### src/rtl/serdes_cr_pkg.sv
package serdes_cr_pkg;

  localparam int MM_AW   = 12;
  localparam int DEV_W   = 5;
  localparam int IADDR_W = 16;

  localparam logic [MM_AW-1:0]   WIN_SEL_OFF = 12'h800;
  localparam logic [IADDR_W-1:0] CR_CTL_IA   = 16'h80A0;
  localparam logic [IADDR_W-1:0] CR_ADR_IA   = 16'h80A1;
  localparam logic [IADDR_W-1:0] CR_DAT_IA   = 16'h80A2;

  localparam int CTL_BUSY_GO = 0;
  localparam int CTL_DIR_WR  = 1;

  // page word placed in the window select register
  function automatic logic [MM_AW-1:0] page_word(input logic [DEV_W-1:0] dev,
                                                 input logic [IADDR_W-1:0] ia);
    return {dev, ia[15:9]};
  endfunction

  // byte offset of an internal register inside the window
  function automatic logic [MM_AW-1:0] win_offset(input logic [IADDR_W-1:0] ia);
    return {1'b0, ia[8:0], 2'b00};
  endfunction

  typedef enum logic [1:0] {LK_IDLE, LK_PAGE, LK_REG} lk_phase_t;

  typedef enum logic [2:0] {
    SQ_IDLE, SQ_POLL, SQ_GAP, SQ_ADDR, SQ_DATA, SQ_KICK, SQ_FETCH
  } sq_state_t;

  typedef struct packed {
    logic                we;
    logic [IADDR_W-1:0]  ia;
  } cr_op_t;

endpackage

### src/rtl/serdes_cr_link.sv
module serdes_cr_link
  import serdes_cr_pkg::*;
#(
  parameter int DATA_W = 32
) (
  input  logic               clk,
  input  logic               rst_n,
  input  logic               op_go,
  input  cr_op_t             op_cmd,
  input  logic [DATA_W-1:0]  op_wdata,
  input  logic [DEV_W-1:0]   op_dev,
  output logic               op_done,
  output logic [DATA_W-1:0]  op_rdata,
  output logic               mm_req,
  output logic               mm_we,
  output logic [MM_AW-1:0]   mm_addr,
  output logic [DATA_W-1:0]  mm_wdata,
  input  logic               mm_ack,
  input  logic [DATA_W-1:0]  mm_rdata
);

  lk_phase_t          phase;
  cr_op_t             r_cmd;
  logic [DATA_W-1:0]  r_wdata;
  logic [DEV_W-1:0]   r_dev;

  always_ff @(posedge clk) begin
    if (!rst_n) begin
      phase    <= LK_IDLE;
      r_cmd    <= '0;
      r_wdata  <= '0;
      r_dev    <= '0;
      op_done  <= 1'b0;
      op_rdata <= '0;
    end else begin
      op_done <= 1'b0;
      case (phase)
        LK_IDLE: if (op_go) begin
          r_cmd   <= op_cmd;
          r_wdata <= op_wdata;
          r_dev   <= op_dev;
          phase   <= LK_PAGE;
        end
        LK_PAGE: if (mm_ack) phase <= LK_REG;
        LK_REG: if (mm_ack) begin
          op_rdata <= mm_rdata;
          op_done  <= 1'b1;
          phase    <= LK_IDLE;
        end
        default: phase <= LK_IDLE;
      endcase
    end
  end

  always_comb begin
    mm_req   = (phase != LK_IDLE);
    mm_we    = (phase == LK_PAGE) | r_cmd.we;
    mm_addr  = (phase == LK_PAGE) ? WIN_SEL_OFF : win_offset(r_cmd.ia);
    mm_wdata = (phase == LK_PAGE) ? DATA_W'(page_word(r_dev, r_cmd.ia)) : r_wdata;
  end

  AST_HOLD_REQ: assert property (@(posedge clk) disable iff (!rst_n)
    mm_req && !mm_ack |=> mm_req && $stable(mm_addr) && $stable(mm_we) && $stable(mm_wdata));

  AST_GO_WHEN_FREE: assert property (@(posedge clk) disable iff (!rst_n)
    op_go |-> !mm_req);

endmodule

### src/rtl/serdes_cr_seq.sv
module serdes_cr_seq
  import serdes_cr_pkg::*;
#(
  parameter int DATA_W     = 32,
  parameter int POLL_GAP   = 500,
  parameter int POLL_LIMIT = 1000
) (
  input  logic               clk,
  input  logic               rst_n,
  input  logic               req_valid,
  output logic               req_ready,
  input  logic               req_write,
  input  logic [DEV_W-1:0]   req_dev,
  input  logic [IADDR_W-1:0] req_addr,
  input  logic [DATA_W-1:0]  req_wdata,
  output logic               rsp_valid,
  output logic               rsp_err,
  output logic [DATA_W-1:0]  rsp_rdata,
  output logic               op_go,
  output cr_op_t             op_cmd,
  output logic [DATA_W-1:0]  op_wdata,
  output logic [DEV_W-1:0]   op_dev,
  input  logic               op_done,
  input  logic [DATA_W-1:0]  op_rdata,
  output logic               busy_seen,
  output logic               timeout_ev
);

  localparam int PCW = $clog2(POLL_LIMIT + 1);
  localparam int GCW = $clog2(POLL_GAP + 1);

  sq_state_t           state;
  logic                issued;
  logic                after_kick;
  logic                r_write;
  logic [IADDR_W-1:0]  r_addr;
  logic [DATA_W-1:0]   r_wdata;
  logic [PCW-1:0]      poll_cnt;
  logic [GCW-1:0]      gap_cnt;
  logic                step;

  assign step       = (state == SQ_POLL) || (state == SQ_ADDR) || (state == SQ_DATA) ||
                      (state == SQ_KICK) || (state == SQ_FETCH);
  assign op_go      = step && !issued;
  assign req_ready  = (state == SQ_IDLE);
  assign busy_seen  = op_done && (state == SQ_POLL) && op_rdata[CTL_BUSY_GO];
  assign timeout_ev = busy_seen && (poll_cnt == PCW'(POLL_LIMIT - 1));

  always_comb begin
    op_cmd   = '{we: 1'b0, ia: CR_CTL_IA};
    op_wdata = '0;
    case (state)
      SQ_ADDR: begin
        op_cmd   = '{we: 1'b1, ia: CR_ADR_IA};
        op_wdata = DATA_W'(r_addr);
      end
      SQ_DATA: begin
        op_cmd   = '{we: 1'b1, ia: CR_DAT_IA};
        op_wdata = r_wdata;
      end
      SQ_KICK: begin
        op_cmd   = '{we: 1'b1, ia: CR_CTL_IA};
        op_wdata = '0;
        op_wdata[CTL_BUSY_GO] = 1'b1;
        op_wdata[CTL_DIR_WR]  = r_write;
      end
      SQ_FETCH: op_cmd = '{we: 1'b0, ia: CR_DAT_IA};
      default:  op_cmd = '{we: 1'b0, ia: CR_CTL_IA};
    endcase
  end

  always_ff @(posedge clk) begin
    if (!rst_n) begin
      state      <= SQ_IDLE;
      issued     <= 1'b0;
      after_kick <= 1'b0;
      r_write    <= 1'b0;
      op_dev     <= '0;
      r_addr     <= '0;
      r_wdata    <= '0;
      poll_cnt   <= '0;
      gap_cnt    <= '0;
      rsp_valid  <= 1'b0;
      rsp_err    <= 1'b0;
      rsp_rdata  <= '0;
    end else begin
      rsp_valid <= 1'b0;
      if (op_go) issued <= 1'b1;
      case (state)
        SQ_IDLE: if (req_valid) begin
          r_write    <= req_write;
          op_dev     <= req_dev;
          r_addr     <= req_addr;
          r_wdata    <= req_wdata;
          after_kick <= 1'b0;
          poll_cnt   <= '0;
          issued     <= 1'b0;
          state      <= SQ_POLL;
        end
        SQ_POLL: if (op_done) begin
          issued <= 1'b0;
          if (timeout_ev) begin
            rsp_valid <= 1'b1;
            rsp_err   <= 1'b1;
            rsp_rdata <= '0;
            state     <= SQ_IDLE;
          end else if (busy_seen) begin
            poll_cnt <= poll_cnt + 1'b1;
            gap_cnt  <= '0;
            state    <= SQ_GAP;
          end else begin
            poll_cnt <= '0;
            state    <= after_kick ? SQ_FETCH : SQ_ADDR;
          end
        end
        SQ_GAP: begin
          if (gap_cnt == GCW'(POLL_GAP - 1)) state <= SQ_POLL;
          else gap_cnt <= gap_cnt + 1'b1;
        end
        SQ_ADDR: if (op_done) begin
          issued <= 1'b0;
          state  <= r_write ? SQ_DATA : SQ_KICK;
        end
        SQ_DATA: if (op_done) begin
          issued <= 1'b0;
          state  <= SQ_KICK;
        end
        SQ_KICK: if (op_done) begin
          issued <= 1'b0;
          if (r_write) begin
            rsp_valid <= 1'b1;
            rsp_err   <= 1'b0;
            rsp_rdata <= '0;
            state     <= SQ_IDLE;
          end else begin
            after_kick <= 1'b1;
            state      <= SQ_POLL;
          end
        end
        SQ_FETCH: if (op_done) begin
          issued    <= 1'b0;
          rsp_valid <= 1'b1;
          rsp_err   <= 1'b0;
          rsp_rdata <= op_rdata;
          state     <= SQ_IDLE;
        end
        default: state <= SQ_IDLE;
      endcase
    end
  end

  AST_RSP_PULSE: assert property (@(posedge clk) disable iff (!rst_n)
    rsp_valid |=> !rsp_valid);

  AST_POLL_BOUND: assert property (@(posedge clk) disable iff (!rst_n)
    poll_cnt < PCW'(POLL_LIMIT));

  AST_TIMEOUT_RSP: assert property (@(posedge clk) disable iff (!rst_n)
    timeout_ev |=> rsp_valid && rsp_err && (rsp_rdata == '0));

endmodule

### src/rtl/serdes_cr_bridge.sv
module serdes_cr_bridge
  import serdes_cr_pkg::*;
#(
  parameter int DATA_W     = 32,
  parameter int POLL_GAP   = 500,
  parameter int POLL_LIMIT = 1000
) (
  input  logic              clk,
  input  logic              rst_n,
  input  logic              req_valid,
  output logic              req_ready,
  input  logic              req_write,
  input  logic [4:0]        req_dev,
  input  logic [15:0]       req_addr,
  input  logic [DATA_W-1:0] req_wdata,
  output logic              rsp_valid,
  output logic              rsp_err,
  output logic [DATA_W-1:0] rsp_rdata,
  output logic              mm_req,
  output logic              mm_we,
  output logic [11:0]       mm_addr,
  output logic [DATA_W-1:0] mm_wdata,
  input  logic              mm_ack,
  input  logic [DATA_W-1:0] mm_rdata
);

  logic              op_go;
  cr_op_t            op_cmd;
  logic [DATA_W-1:0] op_wdata;
  logic [DEV_W-1:0]  op_dev;
  logic              op_done;
  logic [DATA_W-1:0] op_rdata;
  logic              busy_seen;
  logic              timeout_ev;

  serdes_cr_seq #(
    .DATA_W(DATA_W), .POLL_GAP(POLL_GAP), .POLL_LIMIT(POLL_LIMIT)
  ) u_seq (
    .clk(clk), .rst_n(rst_n),
    .req_valid(req_valid), .req_ready(req_ready), .req_write(req_write),
    .req_dev(req_dev), .req_addr(req_addr), .req_wdata(req_wdata),
    .rsp_valid(rsp_valid), .rsp_err(rsp_err), .rsp_rdata(rsp_rdata),
    .op_go(op_go), .op_cmd(op_cmd), .op_wdata(op_wdata), .op_dev(op_dev),
    .op_done(op_done), .op_rdata(op_rdata),
    .busy_seen(busy_seen), .timeout_ev(timeout_ev)
  );

  serdes_cr_link #(.DATA_W(DATA_W)) u_link (
    .clk(clk), .rst_n(rst_n),
    .op_go(op_go), .op_cmd(op_cmd), .op_wdata(op_wdata), .op_dev(op_dev),
    .op_done(op_done), .op_rdata(op_rdata),
    .mm_req(mm_req), .mm_we(mm_we), .mm_addr(mm_addr), .mm_wdata(mm_wdata),
    .mm_ack(mm_ack), .mm_rdata(mm_rdata)
  );

  // last acknowledged transfer was a page-select write
  logic page_seen;
  always_ff @(posedge clk) begin
    if (!rst_n) page_seen <= 1'b0;
    else if (mm_req && mm_ack) page_seen <= (mm_addr == WIN_SEL_OFF);
  end

  AST_PAGE_FIRST: assert property (@(posedge clk) disable iff (!rst_n)
    mm_req && (mm_addr != WIN_SEL_OFF) |-> page_seen);

  AST_READY_QUIET: assert property (@(posedge clk) disable iff (!rst_n)
    req_ready |-> !mm_req && !busy_seen);

  AST_WRITE_NO_WAIT: assert property (@(posedge clk) disable iff (!rst_n)
    mm_req && mm_ack && mm_we && (mm_addr == win_offset(CR_CTL_IA)) &&
    mm_wdata[CTL_DIR_WR] && mm_wdata[CTL_BUSY_GO] |-> ##2 rsp_valid);

endmodule

### config.mk
export PLATFORM = sky130hd
export DESIGN_NAME = serdes_cr_bridge
export DESIGN_NICKNAME = d
export VERILOG_FILES = /design/src/rtl/serdes_cr_pkg.sv /design/src/rtl/serdes_cr_link.sv /design/src/rtl/serdes_cr_seq.sv /design/src/rtl/serdes_cr_bridge.sv
export SDC_FILE = /design/constraint.sdc
export NUM_CORES = 1
export LEC_CHECK = 0
export BUFFER_PORTS_ARGS = -buffer_cell sky130_fd_sc_hd__clkbuf_2
export CORE_UTILIZATION = 48
export DETAILED_ROUTE_END_ITERATION = 10
export PLACE_DENSITY = 0.74
export SYNTH_ARGS = -nofsm -noshare
export SYNTH_HDL_FRONTEND = slang
export SYNTH_SLANG_ARGS = --single-unit
### constraint.sdc
create_clock -name clk -period 2.1 [get_ports clk]
set_clock_uncertainty 0.2 [all_clocks]
set_input_delay 0.42 -clock clk [delete_from_list [all_inputs] [get_ports clk]]
set_output_delay 0.42 -clock clk [all_outputs]
set_load 0.01 [all_outputs]
==> results.md <==
Outcome:
- The run finished, with violations left.
- The checks that failed: setup timing.

Pwr:
- The peak ir drop on the vdd network is 0.000787 V.
- The static power due to leakage is 0.00386 uW.
- In this run the power density over the cells is 1100 mW/mm^2.

Min path:
- The startpoint of the worst hold path is mm_rdata[8].
- The worst hold path terminates at u_link.op_rdata[8].
- The worst hold-check path type is input port to flip-flop.
- The worst hold path stage count is 3.

Critical path:
- Tracing the worst setup path back leads to its startpoint at u_link.phase[1].
- The critical path data required time is 1.48 ns.
- STA classifies the critical path endpoint as an output pin.
- The startpoint of the lowest-slack register-to-register path is u_seq.state[2].
- By startpoint and endpoint, the worst setup path is classified as flip-flop to output pin.
- Of all nets on the critical path, the largest fanout is 8.
- The worst setup path is launched from a flip-flop.
- For the worst setup path, the data arrival time is 1.48 ns.
- The endpoint of the lowest-slack register-to-register path is u_seq.rsp_rdata[17].
- The cell count of the worst reg-to-reg path is 5.
- In this run the register-to-register setup slack is 0.08 ns.

Synth:
- The total of warnings raised by yosys is 0.
- The number of synthesized flops with an enable pin is 0.
- The mean instance size in the synthesized netlist is 8.25 um^2.
- The fraction of registers with async set or reset after synthesis is 0%.
- For this run, the register share of the synthesized area comes to 49.9%.
- The post-synthesis cell area is 0.00754 mm^2.
- Synthesis instantiated 63 different standard cells from the library.
- Counting every instance in the synthesized netlist gives 914.
- The flip-flop and latch count after synthesis is 188.
- In the synthesized netlist the dominant register cell turns out to be sky130_fd_sc_hd__dfxtp_1.

Floorplanning:
- The die covers 0.0162 mm^2.
- The starting utilization of the core area is 49.4%.
- In this run the count of I/O pins placed on the die edge is 171.
- The core area is 0.0153 mm^2.
- The height of the die is 127 um.
- The horizontal die dimension is 127 um.
- The row count is 45.

Clock network:
- The total clock buffers created by CTS is 17.
- Clock tree synthesis found a total of 188 sinks.
- The post-CTS clock slew at the launch and capture registers of the worst setup and hold paths is 0.07 ns.
- The cell chosen for the clock root is sky130_fd_sc_hd__clkbuf_16.
- The clock insertion delay at the later pin of the skew report is 0.43 ns.
- The CTS tree is done.
- In this run the deepest clock path goes through 2 buffers.
- The H-tree was split into 4 levels.

GRT:
- The initial antenna violation count is 0.
- Global routing used 24.6% of the available tracks across all layers.
- The remaining global-route overflow is 0.
- The first global-routing pass estimated 32000 um of wire.
- The via count of the first global-routing pass is 6591.
- The maximum number of pins on one net before global-route repair is 70.

Placement:
- The count of buffers added on input and output ports is 163.
- Once detailed placement completed, the half-perimeter wirelength came to 12400 um.
- Once placement finished, the instance area stood at 0.00864 mm^2.
- The global placement routability congestion is 0.830.

Finish:
- The final cell area excluding filler cells is 0.00971 mm^2.
- The number of diodes added for antenna fixing is 0.
- The net total in the final layout is 1176.
- The fraction of final layout cells with drive strength greater than 1 is 25.9%.
- Compared with the post-synthesis result, the final layout area differs by 28.7%.
- The most frequent standard cell in the layout excluding fill and tap cells is sky130_fd_sc_hd__nand2_1.
- The top cell types in the final layout, fill and taps aside, are 249 x sky130_fd_sc_hd__nand2_1, 183 x sky130_fd_sc_hd__dfxtp_1, 145 x sky130_fd_sc_hd__clkbuf_2.
- The filler cells instantiated in the layout total 1285.

Timing:
- The share of the cycle needed by the critical path after routing is 100%.
- The final setup violation count is 1.
- The post-route minimum period is 2.10 ns.
- Setup repair after global routing could not meet its margin everywhere.
- The number of max-slew violations in the final report was 0.
- The post-layout worst setup margin is -0.000434 ns.
- On the final layout, the worst hold slack is 0.00822 ns.
- In this run the tightest slew margin relative to its limit is 63.2%.
- The transition at the pin with the smallest max-transition slack is 0.550 ns.
- Derived from the worst setup path, the maximum achievable clock frequency is 0.476 GHz.
- The number of hold violations in the final report was 0.

Detailed routing:
- The vias after detailed routing is 7141.
- For this run, design rule violations remaining after detail routing come to 0.
- The routed length per placed instance is 15.4 um.
- In this run the remaining antenna-violating nets after routing total 0.
- The via density per instance is 5.46.
- The detailed router finished its first iteration with 416 violations.
- The total iterations of the first detailed-routing run is 5.
- Wires add up to 20100 um.

Run:
- Across the run, the number of max-cap violations was 0.
## synth_stat cells (2+ instances only)
cell type	n	area (um^2)
sky130_fd_sc_hd__a2111oi_0	2	17.5
sky130_fd_sc_hd__a211oi_1	6	45.0
sky130_fd_sc_hd__a21oi_1	117	586
sky130_fd_sc_hd__a221oi_1	8	70.1
sky130_fd_sc_hd__a22oi_1	2	15.0
sky130_fd_sc_hd__a311oi_1	3	26.3
sky130_fd_sc_hd__a31oi_1	11	68.8
sky130_fd_sc_hd__a32o_1	32	320
sky130_fd_sc_hd__a41oi_1	2	17.5
sky130_fd_sc_hd__and2_1	32	200
sky130_fd_sc_hd__and3_1	5	31.3
sky130_fd_sc_hd__and3b_1	3	26.3
sky130_fd_sc_hd__buf_2	3	15.0
sky130_fd_sc_hd__buf_4	11	82.6
sky130_fd_sc_hd__buf_6	5	56.3
sky130_fd_sc_hd__clkbuf_1	54	203
sky130_fd_sc_hd__clkinv_1	2	7.51
sky130_fd_sc_hd__dfxtp_1	188	3760
sky130_fd_sc_hd__dlygate4sd1_1	2	17.5
sky130_fd_sc_hd__dlygate4sd3_1	2	20.0
sky130_fd_sc_hd__ha_1	2	25.0
sky130_fd_sc_hd__inv_1	4	15.0
sky130_fd_sc_hd__mux2i_1	2	20.0
sky130_fd_sc_hd__nand2_1	253	950
sky130_fd_sc_hd__nand2b_1	6	37.5
sky130_fd_sc_hd__nand3_1	36	180
sky130_fd_sc_hd__nand3b_1	2	15.0
sky130_fd_sc_hd__nand4_1	5	31.3
sky130_fd_sc_hd__nand4b_1	3	26.3
sky130_fd_sc_hd__nor2_1	31	116
sky130_fd_sc_hd__nor3_1	15	75.1
sky130_fd_sc_hd__nor4_1	4	25.0
sky130_fd_sc_hd__o211ai_1	2	15.0
sky130_fd_sc_hd__o21a_1	3	22.5
sky130_fd_sc_hd__o21ai_0	20	100
sky130_fd_sc_hd__o221a_2	2	22.5
sky130_fd_sc_hd__o32ai_1	2	17.5
sky130_fd_sc_hd__or2_2	2	12.5
sky130_fd_sc_hd__or3_1	4	25.0
sky130_fd_sc_hd__or4_1	3	22.5
## kinds of logic after synthesis
logic type	Yosys count	synth area share (%)
AND/OR/NAND/NOR	414	24.8
buffers and inverters	84	5.57
adder cells (fa/ha/maj)	2	0.332
AO/OA/AOI/OAI	223	19.1
flip-flops	188	49.9
other	1	0.0497
multiplexers	2	0.265
## area by class of cell
class                      count  area [um^2]  area share (%)
sequential                   188         3770            38.9
clock buffer                  20          467            4.81
clock inverter                11          160            1.65
multi-input combinational    650         3490            36.0
inverter                       6         27.5           0.284
timing repair buffer         221         1520            15.7
tap                          211          264            2.72
## sequential cells by signal (all words and copies together) (netlist names), 3 cells and up
register and flops:
u_link.op_rdata 32, u_link.r_cmd 4, u_link.r_dev 5, u_link.r_wdata 32, u_seq.gap_cnt 9, u_seq.op_dev 5
u_seq.poll_cnt 10, u_seq.r_addr 16, u_seq.r_wdata 32, u_seq.rsp_rdata 32, u_seq.state 3
## worst max path at each step
| stage | depth (start not counted) | to |
|---|---|---|
| final | 4 | mm_wdata[0] |
| after global routing | 4 | mm_wdata[0] |
| after CTS | 5 | mm_wdata[11] |
| after global placement | 4 | u_seq.rsp_rdata[17] |
| after detailed placement | 4 | u_seq.rsp_rdata[17] |
| after floorplan | 6 | u_seq.rsp_rdata[0] |
## layer usage
layer	vias to the layer above	global-route usage, %	share of wire [%]
li1	3511	-	-
met1	3355	31.9	45
met2	245	40.4	47
met3	30	4.86	6.1
met4	0	9.10	2.0
met5	-	0	0
## critical path, stage by stage, from the launching register on
cell	delay, ns
sky130_fd_sc_hd__dfxtp_4	0.36
sky130_fd_sc_hd__nand2b_4	0.21
sky130_fd_sc_hd__clkbuf_16	0.20
sky130_fd_sc_hd__and2_4	0.17
sky130_fd_sc_hd__buf_6	0.11
## where the power goes
part           leakage [uW]  internal [uW]  total, uW  switching (uW)
sequential          0.00153           3940       4190             252
clock              0.000310           1980       3380            1390
combinational       0.00202           1240       3090            1850
total               0.00386           7170      10700            3490
## through the flow
stage	total power (uW)	setup WS, ns	instances	util [%]	TNS, ns
after CTS	10400	-0.00237	1301	62.0	-0.00237
after global placement	6960	-0.0117	1253	56.7	-0.314
after floorplan	5960	0.0620	920	-	0
after global routing	11200	-0.0365	1307	63.6	-0.403
final	10700	-0.000434	1307	63.6	-0.000434
after detailed placement	7010	-0.0722	1253	56.7	-1.72
## timing repair
item,4_1_cts,5_1_grt
pin swaps,2,12
cloned,1,5
buffers inserted,2,1
hold buffers,14,0
setup endpoints to repair,70,90
endpoints found under the hold margin,14,0
resized for setup,10,56
(Power assumes the default switching activity.)
